===== config.mk =====
export PLATFORM = sky130hd
export DESIGN_NAME = regWindowDecoder
export DESIGN_NICKNAME = d
export VERILOG_FILES = /design/src/rtl/regwin_pkg.sv /design/src/rtl/regwin_ctrl.sv /design/src/rtl/regwin_dp.sv /design/src/rtl/regWindowDecoder.sv
export SDC_FILE = /design/constraint.sdc
export NUM_CORES = 1
export LEC_CHECK = 0
export BUFFER_PORTS_ARGS = -buffer_cell sky130_fd_sc_hd__clkbuf_2
export CELL_PAD_IN_SITES_DETAIL_PLACEMENT = 0
export CELL_PAD_IN_SITES_GLOBAL_PLACEMENT = 2
export CORE_MARGIN = 1
export CORE_UTILIZATION = 26
export CTS_CLUSTER_DIAMETER = 200
export DETAILED_ROUTE_END_ITERATION = 8
export GPL_ROUTABILITY_DRIVEN = 0
export PLACE_DENSITY_LB_ADDON = 0.05
export RECOVER_POWER = 100
export SYNTH_ARGS = -nofsm -noshare
export SYNTH_HDL_FRONTEND = slang
export SYNTH_HIERARCHICAL = 1
export SYNTH_SLANG_ARGS = --single-unit

===== constraint.sdc =====
create_clock -name clk -period 4.8 [get_ports clk]
set_clock_uncertainty 0.15 [all_clocks]
set_input_delay 0.48 -clock clk [delete_from_list [all_inputs] [get_ports clk]]
set_output_delay 0.48 -clock clk [all_outputs]
set_load 0.02 [all_outputs]

===== src/rtl/regwin_pkg.sv =====
package regwin_pkg;
  typedef struct packed {
    logic capAw;
    logic capW;
    logic capAr;
    logic access;
    logic isWrite;
    logic finish;
  } ctrlStrobe_t;

  localparam logic [31:0] UNMAPPED_WORD = 32'hDEAD_BEEF;
  localparam logic [1:0]  RESP_OKAY     = 2'b00;
endpackage


===== src/rtl/regwin_ctrl.sv =====
module regwin_ctrl
  import regwin_pkg::*;
(
  input  logic        clk,
  input  logic        rstN,
  input  logic        awValid,
  output logic        awReady,
  input  logic        wValid,
  output logic        wReady,
  input  logic        arValid,
  output logic        arReady,
  output logic        bValid,
  input  logic        bReady,
  output logic        rValid,
  input  logic        rReady,
  input  logic        tgtIsWin,
  input  logic        selAck,
  output ctrlStrobe_t strb
);
  typedef enum logic [1:0] {ST_IDLE, ST_ACCESS, ST_RESP} state_e;

  state_e state;
  logic awSeen, wSeen, isWr;
  logic idle, arHs, awHs, wHs, wrGo, done;

  always_comb begin
    idle    = (state == ST_IDLE);
    arReady = idle && !awSeen && !wSeen;
    arHs    = arValid && arReady;
    awReady = idle && !awSeen && !arHs;
    wReady  = idle && !wSeen && !arHs;
    awHs    = awValid && awReady;
    wHs     = wValid && wReady;
    wrGo    = (awSeen || awHs) && (wSeen || wHs);
    done    = tgtIsWin ? selAck : 1'b1;

    strb.capAw   = awHs;
    strb.capW    = wHs;
    strb.capAr   = arHs;
    strb.access  = (state == ST_ACCESS);
    strb.isWrite = isWr;
    strb.finish  = (state == ST_ACCESS) && done;

    bValid = (state == ST_RESP) && isWr;
    rValid = (state == ST_RESP) && !isWr;
  end

  always_ff @(posedge clk) begin
    if (!rstN) begin
      state  <= ST_IDLE;
      awSeen <= 1'b0;
      wSeen  <= 1'b0;
      isWr   <= 1'b0;
    end else begin
      case (state)
        ST_IDLE: begin
          if (arHs) begin
            state <= ST_ACCESS;
            isWr  <= 1'b0;
          end else if (wrGo) begin
            state  <= ST_ACCESS;
            isWr   <= 1'b1;
            awSeen <= 1'b0;
            wSeen  <= 1'b0;
          end else begin
            if (awHs) awSeen <= 1'b1;
            if (wHs)  wSeen  <= 1'b1;
          end
        end
        ST_ACCESS: if (done) state <= ST_RESP;
        ST_RESP:   if (isWr ? bReady : rReady) state <= ST_IDLE;
        default:   state <= ST_IDLE;
      endcase
    end
  end

  AST_SINGLE_OUTSTANDING: assert property (@(posedge clk) disable iff (!rstN)
    (bValid || rValid) |-> !(arReady || awReady || wReady));
  AST_B_WAITS_BOTH: assert property (@(posedge clk) disable iff (!rstN)
    (awSeen ^ wSeen) |=> !bValid);
  AST_B_HOLD: assert property (@(posedge clk) disable iff (!rstN)
    (bValid && !bReady) |=> bValid);
  AST_R_HOLD: assert property (@(posedge clk) disable iff (!rstN)
    (rValid && !rReady) |=> rValid);
  AST_NO_DUAL_RESP: assert property (@(posedge clk) disable iff (!rstN)
    !(bValid && rValid));
endmodule


===== src/rtl/regwin_dp.sv =====
module regwin_dp
  import regwin_pkg::*;
#(
  parameter int ADDR_W  = 12,
  parameter int DATA_W  = 32,
  parameter int WIN_NUM = 3,
  parameter int WIN_AW  = 8
) (
  input  logic                      clk,
  input  logic                      rstN,
  input  ctrlStrobe_t               strb,
  input  logic [ADDR_W-1:0]         awAddr,
  input  logic [ADDR_W-1:0]         arAddr,
  input  logic [DATA_W-1:0]         wData,
  input  logic [DATA_W/8-1:0]       wStrb,
  input  logic [WIN_NUM-1:0]        winAck,
  input  logic [WIN_NUM*DATA_W-1:0] winRdata,
  input  logic [1:0]                memInitIn,
  output logic                      tgtIsWin,
  output logic                      selAck,
  output logic [WIN_NUM-1:0]        winReq,
  output logic                      winWe,
  output logic [WIN_AW-1:0]         winAddr,
  output logic [DATA_W-1:0]         winWdata,
  output logic [DATA_W/8-1:0]       winWstrb,
  output logic [DATA_W-1:0]         rData,
  output logic                      memSwReset
);
  localparam int SEL_W = $clog2(WIN_NUM + 1);
  localparam int DEC_W = WIN_AW + SEL_W;
  localparam logic [ADDR_W-1:0] STAT_OFF = ADDR_W'(WIN_NUM) << WIN_AW;

  logic [ADDR_W-1:0]   addrQ;
  logic [DATA_W-1:0]   dataQ, rDataQ, winSel, statWord, rdNext;
  logic [DATA_W/8-1:0] strbQ;
  logic [1:0]          initS1, initS2;
  logic                swRstQ;
  logic [SEL_W-1:0]    winIdx;
  logic                highZero, isStat;

  always_comb begin
    winIdx   = addrQ[WIN_AW +: SEL_W];
    highZero = (addrQ[ADDR_W-1:DEC_W] == '0);
    tgtIsWin = highZero && (int'(winIdx) < WIN_NUM);
    isStat   = (addrQ[ADDR_W-1:2] == STAT_OFF[ADDR_W-1:2]);
    statWord = {{(DATA_W-3){1'b0}}, initS2, swRstQ};
    winSel   = '0;
    for (int i = 0; i < WIN_NUM; i++) begin
      if (winIdx == SEL_W'(i)) winSel = winRdata[i*DATA_W +: DATA_W];
    end
    if (tgtIsWin)    rdNext = winSel;
    else if (isStat) rdNext = statWord;
    else             rdNext = UNMAPPED_WORD[DATA_W-1:0];
  end

  for (genvar g = 0; g < WIN_NUM; g++) begin : gWinReq
    assign winReq[g] = strb.access && tgtIsWin && (winIdx == SEL_W'(g));
  end

  assign selAck     = |(winAck & winReq);
  assign winWe      = strb.isWrite;
  assign winAddr    = addrQ[WIN_AW-1:0];
  assign winWdata   = dataQ;
  assign winWstrb   = strbQ;
  assign rData      = rDataQ;
  assign memSwReset = swRstQ;

  always_ff @(posedge clk) begin
    if (!rstN) begin
      addrQ  <= '0;
      dataQ  <= '0;
      strbQ  <= '0;
      rDataQ <= '0;
      swRstQ <= 1'b0;
      initS1 <= '0;
      initS2 <= '0;
    end else begin
      initS1 <= memInitIn;
      initS2 <= initS1;
      if (strb.capAw) addrQ <= awAddr;
      if (strb.capAr) addrQ <= arAddr;
      if (strb.capW) begin
        dataQ <= wData;
        strbQ <= wStrb;
      end
      if (strb.finish && !strb.isWrite) rDataQ <= rdNext;
      if (strb.finish && strb.isWrite && isStat && strbQ[0]) swRstQ <= dataQ[0];
    end
  end

  AST_WIN_ONEHOT: assert property (@(posedge clk) disable iff (!rstN)
    $onehot0(winReq));
  AST_REQ_HOLD: assert property (@(posedge clk) disable iff (!rstN)
    ((|winReq) && !selAck) |=> ($stable(winReq) && $stable(winAddr)));
  AST_SWRST_ONLY_STAT: assert property (@(posedge clk) disable iff (!rstN)
    !$stable(swRstQ) |-> $past(strb.finish && strb.isWrite && isStat));
endmodule


===== src/rtl/regWindowDecoder.sv =====
module regWindowDecoder
  import regwin_pkg::*;
#(
  parameter int ADDR_W  = 12,
  parameter int WIN_NUM = 3,
  parameter int WIN_AW  = 8
) (
  input  logic                  clk,
  input  logic                  rstN,
  input  logic [ADDR_W-1:0]     awAddr,
  input  logic                  awValid,
  output logic                  awReady,
  input  logic [31:0]           wData,
  input  logic [3:0]            wStrb,
  input  logic                  wValid,
  output logic                  wReady,
  output logic [1:0]            bResp,
  output logic                  bValid,
  input  logic                  bReady,
  input  logic [ADDR_W-1:0]     arAddr,
  input  logic                  arValid,
  output logic                  arReady,
  output logic [31:0]           rData,
  output logic [1:0]            rResp,
  output logic                  rValid,
  input  logic                  rReady,
  output logic [WIN_NUM-1:0]    winReq,
  output logic                  winWe,
  output logic [WIN_AW-1:0]     winAddr,
  output logic [31:0]           winWdata,
  output logic [3:0]            winWstrb,
  input  logic [WIN_NUM-1:0]    winAck,
  input  logic [WIN_NUM*32-1:0] winRdata,
  input  logic [1:0]            memInitIn,
  output logic                  memSwReset
);
  ctrlStrobe_t strb;
  logic tgtIsWin, selAck;

  regwin_ctrl u_ctrl (
    .clk(clk), .rstN(rstN),
    .awValid(awValid), .awReady(awReady),
    .wValid(wValid), .wReady(wReady),
    .arValid(arValid), .arReady(arReady),
    .bValid(bValid), .bReady(bReady),
    .rValid(rValid), .rReady(rReady),
    .tgtIsWin(tgtIsWin), .selAck(selAck),
    .strb(strb)
  );

  regwin_dp #(.ADDR_W(ADDR_W), .DATA_W(32), .WIN_NUM(WIN_NUM), .WIN_AW(WIN_AW)) u_dp (
    .clk(clk), .rstN(rstN), .strb(strb),
    .awAddr(awAddr), .arAddr(arAddr), .wData(wData), .wStrb(wStrb),
    .winAck(winAck), .winRdata(winRdata), .memInitIn(memInitIn),
    .tgtIsWin(tgtIsWin), .selAck(selAck),
    .winReq(winReq), .winWe(winWe), .winAddr(winAddr),
    .winWdata(winWdata), .winWstrb(winWstrb),
    .rData(rData), .memSwReset(memSwReset)
  );

  assign bResp = RESP_OKAY;
  assign rResp = RESP_OKAY;

  AST_RDATA_STABLE: assert property (@(posedge clk) disable iff (!rstN)
    (rValid && !rReady) |=> $stable(rData));
endmodule


Word-level counts from Yosys, hierarchy flattened
Cells that the tools add are included.

operators by class
  reduce and logical (&&, ||, !) cells = 39
  eq/ne operators = 8
  mux-type cells = 20
  $lt $le $gt $ge = 1
  bitwise operators = 2

operators by type and width
  cell                                            number
  2-to-1 mux 32 bit                               5
  2-to-1 mux 12 bit                               2
  logical AND 1 bit                               21
  == test 10 x 8 -> 1 bit, second input constant  1
  AND reduction 3 bit                             3
  2-to-1 mux 1 bit                                8
  2-to-1 mux 2 bit                                4
  nonzero test 2 bit                              4
  logical NOT 2 bit                               3
  case mux 2 bit (3 select lines)                 1
  == test 2 x 1 -> 1 bit, second input constant   2
  == test 2 bit, second input constant            2
  logical NOT 1 bit                               4
  != test 2 bit, second input constant            2
  bitwise AND 3 bit                               1
  != test 3 bit, second input constant            1
  OR reduction 3 bit                              1
  logical OR 1 bit                                2
  < comparator 2 bit, second input constant       1
  AND reduction 2 bit                             1
  NOT 1 bit                                       1

word-level totals
  flip-flop bits (word level) = 90
  word-level logic and storage cells = 81

Depth between registers and ports, before layout
  depth after elaboration = 12
  mapped depth = 15

Modules after synthesis
The synthesis kept the hierarchy.

modules (own cells, without submodules)
  module            area each (um^2)  times used  cells an instance  seq. area each (um^2)
  regwin_dp         4160.2            1           450                1701.6
  regwin_ctrl       366.6             1           47                 100.1
  regWindowDecoder  33.8              1           5                  0.0

Least setup slack after synthesis
Ideal clock, no wire load.

  path type = flip-flop to flip-flop
  from = register u_dp.addrQ[9]
  to = register u_dp.rDataQ[3] (netlist: u_dp/rData[3])
  path buffers = 5
  stages on the path, launching flop included = 16
  setup slack = 2.225 ns
  clock period less this slack = 2.575 ns
  data required time = 4.580 ns
  data arrival time = 2.355 ns
  cell sequence = dfxtp_1 > buf_2 > buf_4 > buf_2 > mux2i_1 > nor2_1 > a21oi_1 > nor2_1 > o21ai_0 > nor2_1 > nand2b_1 > clkbuf_1 > a211oi_1 > clkbuf_1 > a21oi_1 > a21boi_1

RTL lines
  what                      line             source
  start: declaration        regwin_dp.sv:33  logic [ADDR_W-1:0] addrQ;
  start signal: assignment  regwin_dp.sv:80  if (strb.capAw) addrQ <= awAddr;
  start signal: assignment  regwin_dp.sv:81  if (strb.capAr) addrQ <= arAddr;
  end signal: assignment    regwin_dp.sv:86  if (strb.finish && !strb.isWrite) rDataQ <= rdNext;
  end: declaration          regwin_dp.sv:34  logic [DATA_W-1:0] dataQ, rDataQ, winSel, statWord, rdNext;

==> results.toml <==
[detailed_routing]
drt_pre_antenna_iters = 4
route.detailed.drc = 0
drt-total-wl_um = 14200
drt-initial-drc-count = 157
vias_per_cell = 4.43
antenna_left = 0
wire_per_inst_um = 15.0
vias = 4207

[logic_synthesis]
synth.area.top_cells = "dfxtp_1 40%, mux2i_1 18%, nor2b_1 6.4%, and2_1 5.2%, o21ai_0 3.8%"
netlist_area_um2 = 4560
synth_seq_area_share_pct = 39.5
avgSynthCellArea_um2 = 9.08
syn-instance-count = 502
ys_seq_elements = 90
yosys.cell_types.count = 38
yosys.area.top_type = "dfxtp_1"
yosys.area.top_type_share_pct = 39.5
yosys_warnings = 6

[global_route]
gr-usage-met3_pct = 5.18
overflow = 0
use_met2_pct = 27.2
grt_max_degree = 58
antenna_found_initial = 0
busiest_layer = "met2"
use_met1_pct = 18.3
track_usage_pct = 15.7
grt_pass1_vias = 4162
grt_pass1_wl_um = 21900

[timing]
hold_viol_final = 0
drv_slew = 95
whs_ns = 0.196
setup_viol = 0
worst_pin_slew_ns = 2.59
relSlewSlack_pct = -72.9
grt_setup_unrepaired = "false"
period_minus_slack_ns = 3.87
fmax_ghz = 0.258
finalCritPeriodShare_pct = 80.6
tns_ns = 0

[setup_path]
rr_endpoint = "u_dp/rData[19]"
setup.worst_path.end_class = "register"
r2r_start = "u_dp/addrQ[9]"
r2r_cells = 9
required_ns = 4.92
cp_data_arrival_time_ns = 3.99
critPathCapture = "u_dp/rData[19]"
crit_path_start_kind = "register"
ff2ff_setup_slack_ns = 0.93
crit_start = "u_dp/addrQ[9]"
critPathKind = "reg2reg"
crit_path_max_fanout = 34

[placement]
io_buffers = 253
hpwl_um = 10500
placed_cell_area_um2 = 5880

[clocking]
h-tree-depth = 3
cts_tree = "done"
cts_root_buf = "clkbuf_16"
post_cts_resized = 0
path_clk_slew_ns = 0.07
max-clock-path-buffers = 2
cts_setup_buffers = 0
clk_latency_ns = 0.34
cts_hold_buf = 0
clock_sinks = 90
cts_made_buffers = 9

[power_and_ir_drop]
clockPowerShare_pct = 27.6
seq_power_share_pct = 34.1
leakage_uw = 0.00247
pwr-share-comb_pct = 38.3
p_sw_share_pct = 38.1
ir_worst_vdd_mv = 0.179
p_per_area_nw_per_um2 = 473
p_int_uw = 1770
switching_power_uw = 1090

[finish]
layout_commonest_cell = "clkbuf_2"
n_antenna_cell = 0
final_cell_mix = "168 x clkbuf_2, 90 x dfxtp_1, 87 x clkbuf_1"
layout-drive-gt1-share_pct = 26.8
n_fill_cell = 1895
area_delta_synth_final_pct = 33.0
nNetsFinal = 887
final_cell_area_um2 = 6070

[floorplanning]
rows = 48
core_um2 = 17200
dieArea_um2 = 18100
initial_utilization_pct = 26.5
die_y_um = 134
io_pins = 258
die_x_um = 134

[status]
outcome = "finished, violations left"
failed_checks = "capacitance limit, slew limit"

[hold_path]
hold_path.class = "in2reg"
hold_path_depth = 2

[job]
cap_violations = 2
[Yosys cell counts]
library cell	instances
dfxtp_1	90
mux2i_1	82
nor2b_1	47
and2_1	38
o21ai_0	35
nor2_1	31
a21oi_1	25
a21boi_1	21
clkbuf_1	21
buf_4	20
nand2_1	19
buf_2	12
a22oi_1	8
o2bb2ai_1	8
inv_1	7
nand2b_1	6
o2111a_1	3
o211ai_1	3
a211oi_1	2
buf_1	2
nor3_1	2
nor3b_1	2
nor4_1	2
o21a_1	2
a211oi_2	1
a211oi_4	1
and2_4	1
and3b_1	1
and4_1	1
conb_1	1
nand4_1	1
nor2_2	1
nor4_2	1
o211a_1	1
o221a_2	1
o22ai_1	1
o311a_1	1
o31ai_4	1
[area by class of cell]
cell class                 count  area [µm²]  share of cell area, %
multi-input combinational    353        2440                   40.2
sequential                    90        1800                   29.7
timing repair buffer         258        1190                   19.6
tap                          225         282                   4.64
clock buffer                   9         225                   3.71
clock inverter                 7         106                   1.75
inverter                       7        26.3                  0.433
[kinds of logic after synthesis]
kind of cell           after synthesis  synth area share, %
AO/OA/AOI/OAI                      114                 16.8
buffers and inverters               62                 7.08
other                                1               0.0822
flip-flops                          90                 39.5
multiplexers                        82                 18.0
AND/OR/NAND/NOR                    153                 18.5
[worst min path at each step]
stage,startpoint,end
5_1_grt,memInitIn[1],u_dp/initS1[1]
6_report,memInitIn[0],u_dp/initS1[0]
4_1_cts,memInitIn[1],u_dp/initS1[1]
2_1_floorplan,u_dp/initS1[0],u_dp/initS2[0]
3_5_place_dp,u_dp/initS1[0],u_dp/initS2[0]
3_3_place_gp,u_dp/initS1[0],u_dp/initS2[0]
[metrics by stage]
stage | utilization, % | instances | worst slack, ns | power, µW
final | 35.2 | 949 | 0.930 | 2870
after global routing | 35.2 | 949 | 0.601 | 3060
after CTS | 36.1 | 949 | 1.13 | 2970
after detailed placement | 34.1 | 933 | 1.15 | 2160
after global placement | 34.1 | 933 | 1.24 | 2150
after floorplan | - | 505 | 2.22 | 1820
[worst max-delay path, stage by stage (launching register included)]
cell and delay, ns:
dfxtp_1 0.38, a211oi_1 0.71, nand2_1 0.25, nor2_1 0.14, o21ai_0 0.11, nor2_1 0.28
nand2b_2 0.50, a211oi_4 0.96, a21oi_1 0.10, a21boi_0 0.21
[power by group through the flow]
stage	registers (µW)	logic (µW)	clock network (µW)
finish	978	1100	790
global route	996	1220	852
CTS	988	1160	819
detailed placement	1000	1160	0
global placement	1000	1150	0
floorplan	1100	725	0
[sequential cells by signal (all words and copies together), names as in the netlist]
register / flops
u_dp/initS2: 2
u_dp/winWstrb: 4
u_dp/rData: 32
u_dp/initS1: 2
u_dp/winWdata: 32
u_dp/memSwReset: 1
u_ctrl/wSeen: 1
u_ctrl/isWr: 1
u_dp/addrQ: 12
u_ctrl/state: 2
u_ctrl/awSeen: 1
[layer usage]
layer	share of wire [%]	vias to the layer above
li1	-	2139
met4	1.0	0
met2	49	143
met3	7.6	9
met1	43	1916
met5	0	-
No activity file was read; power rests on OpenSTA's default activity.
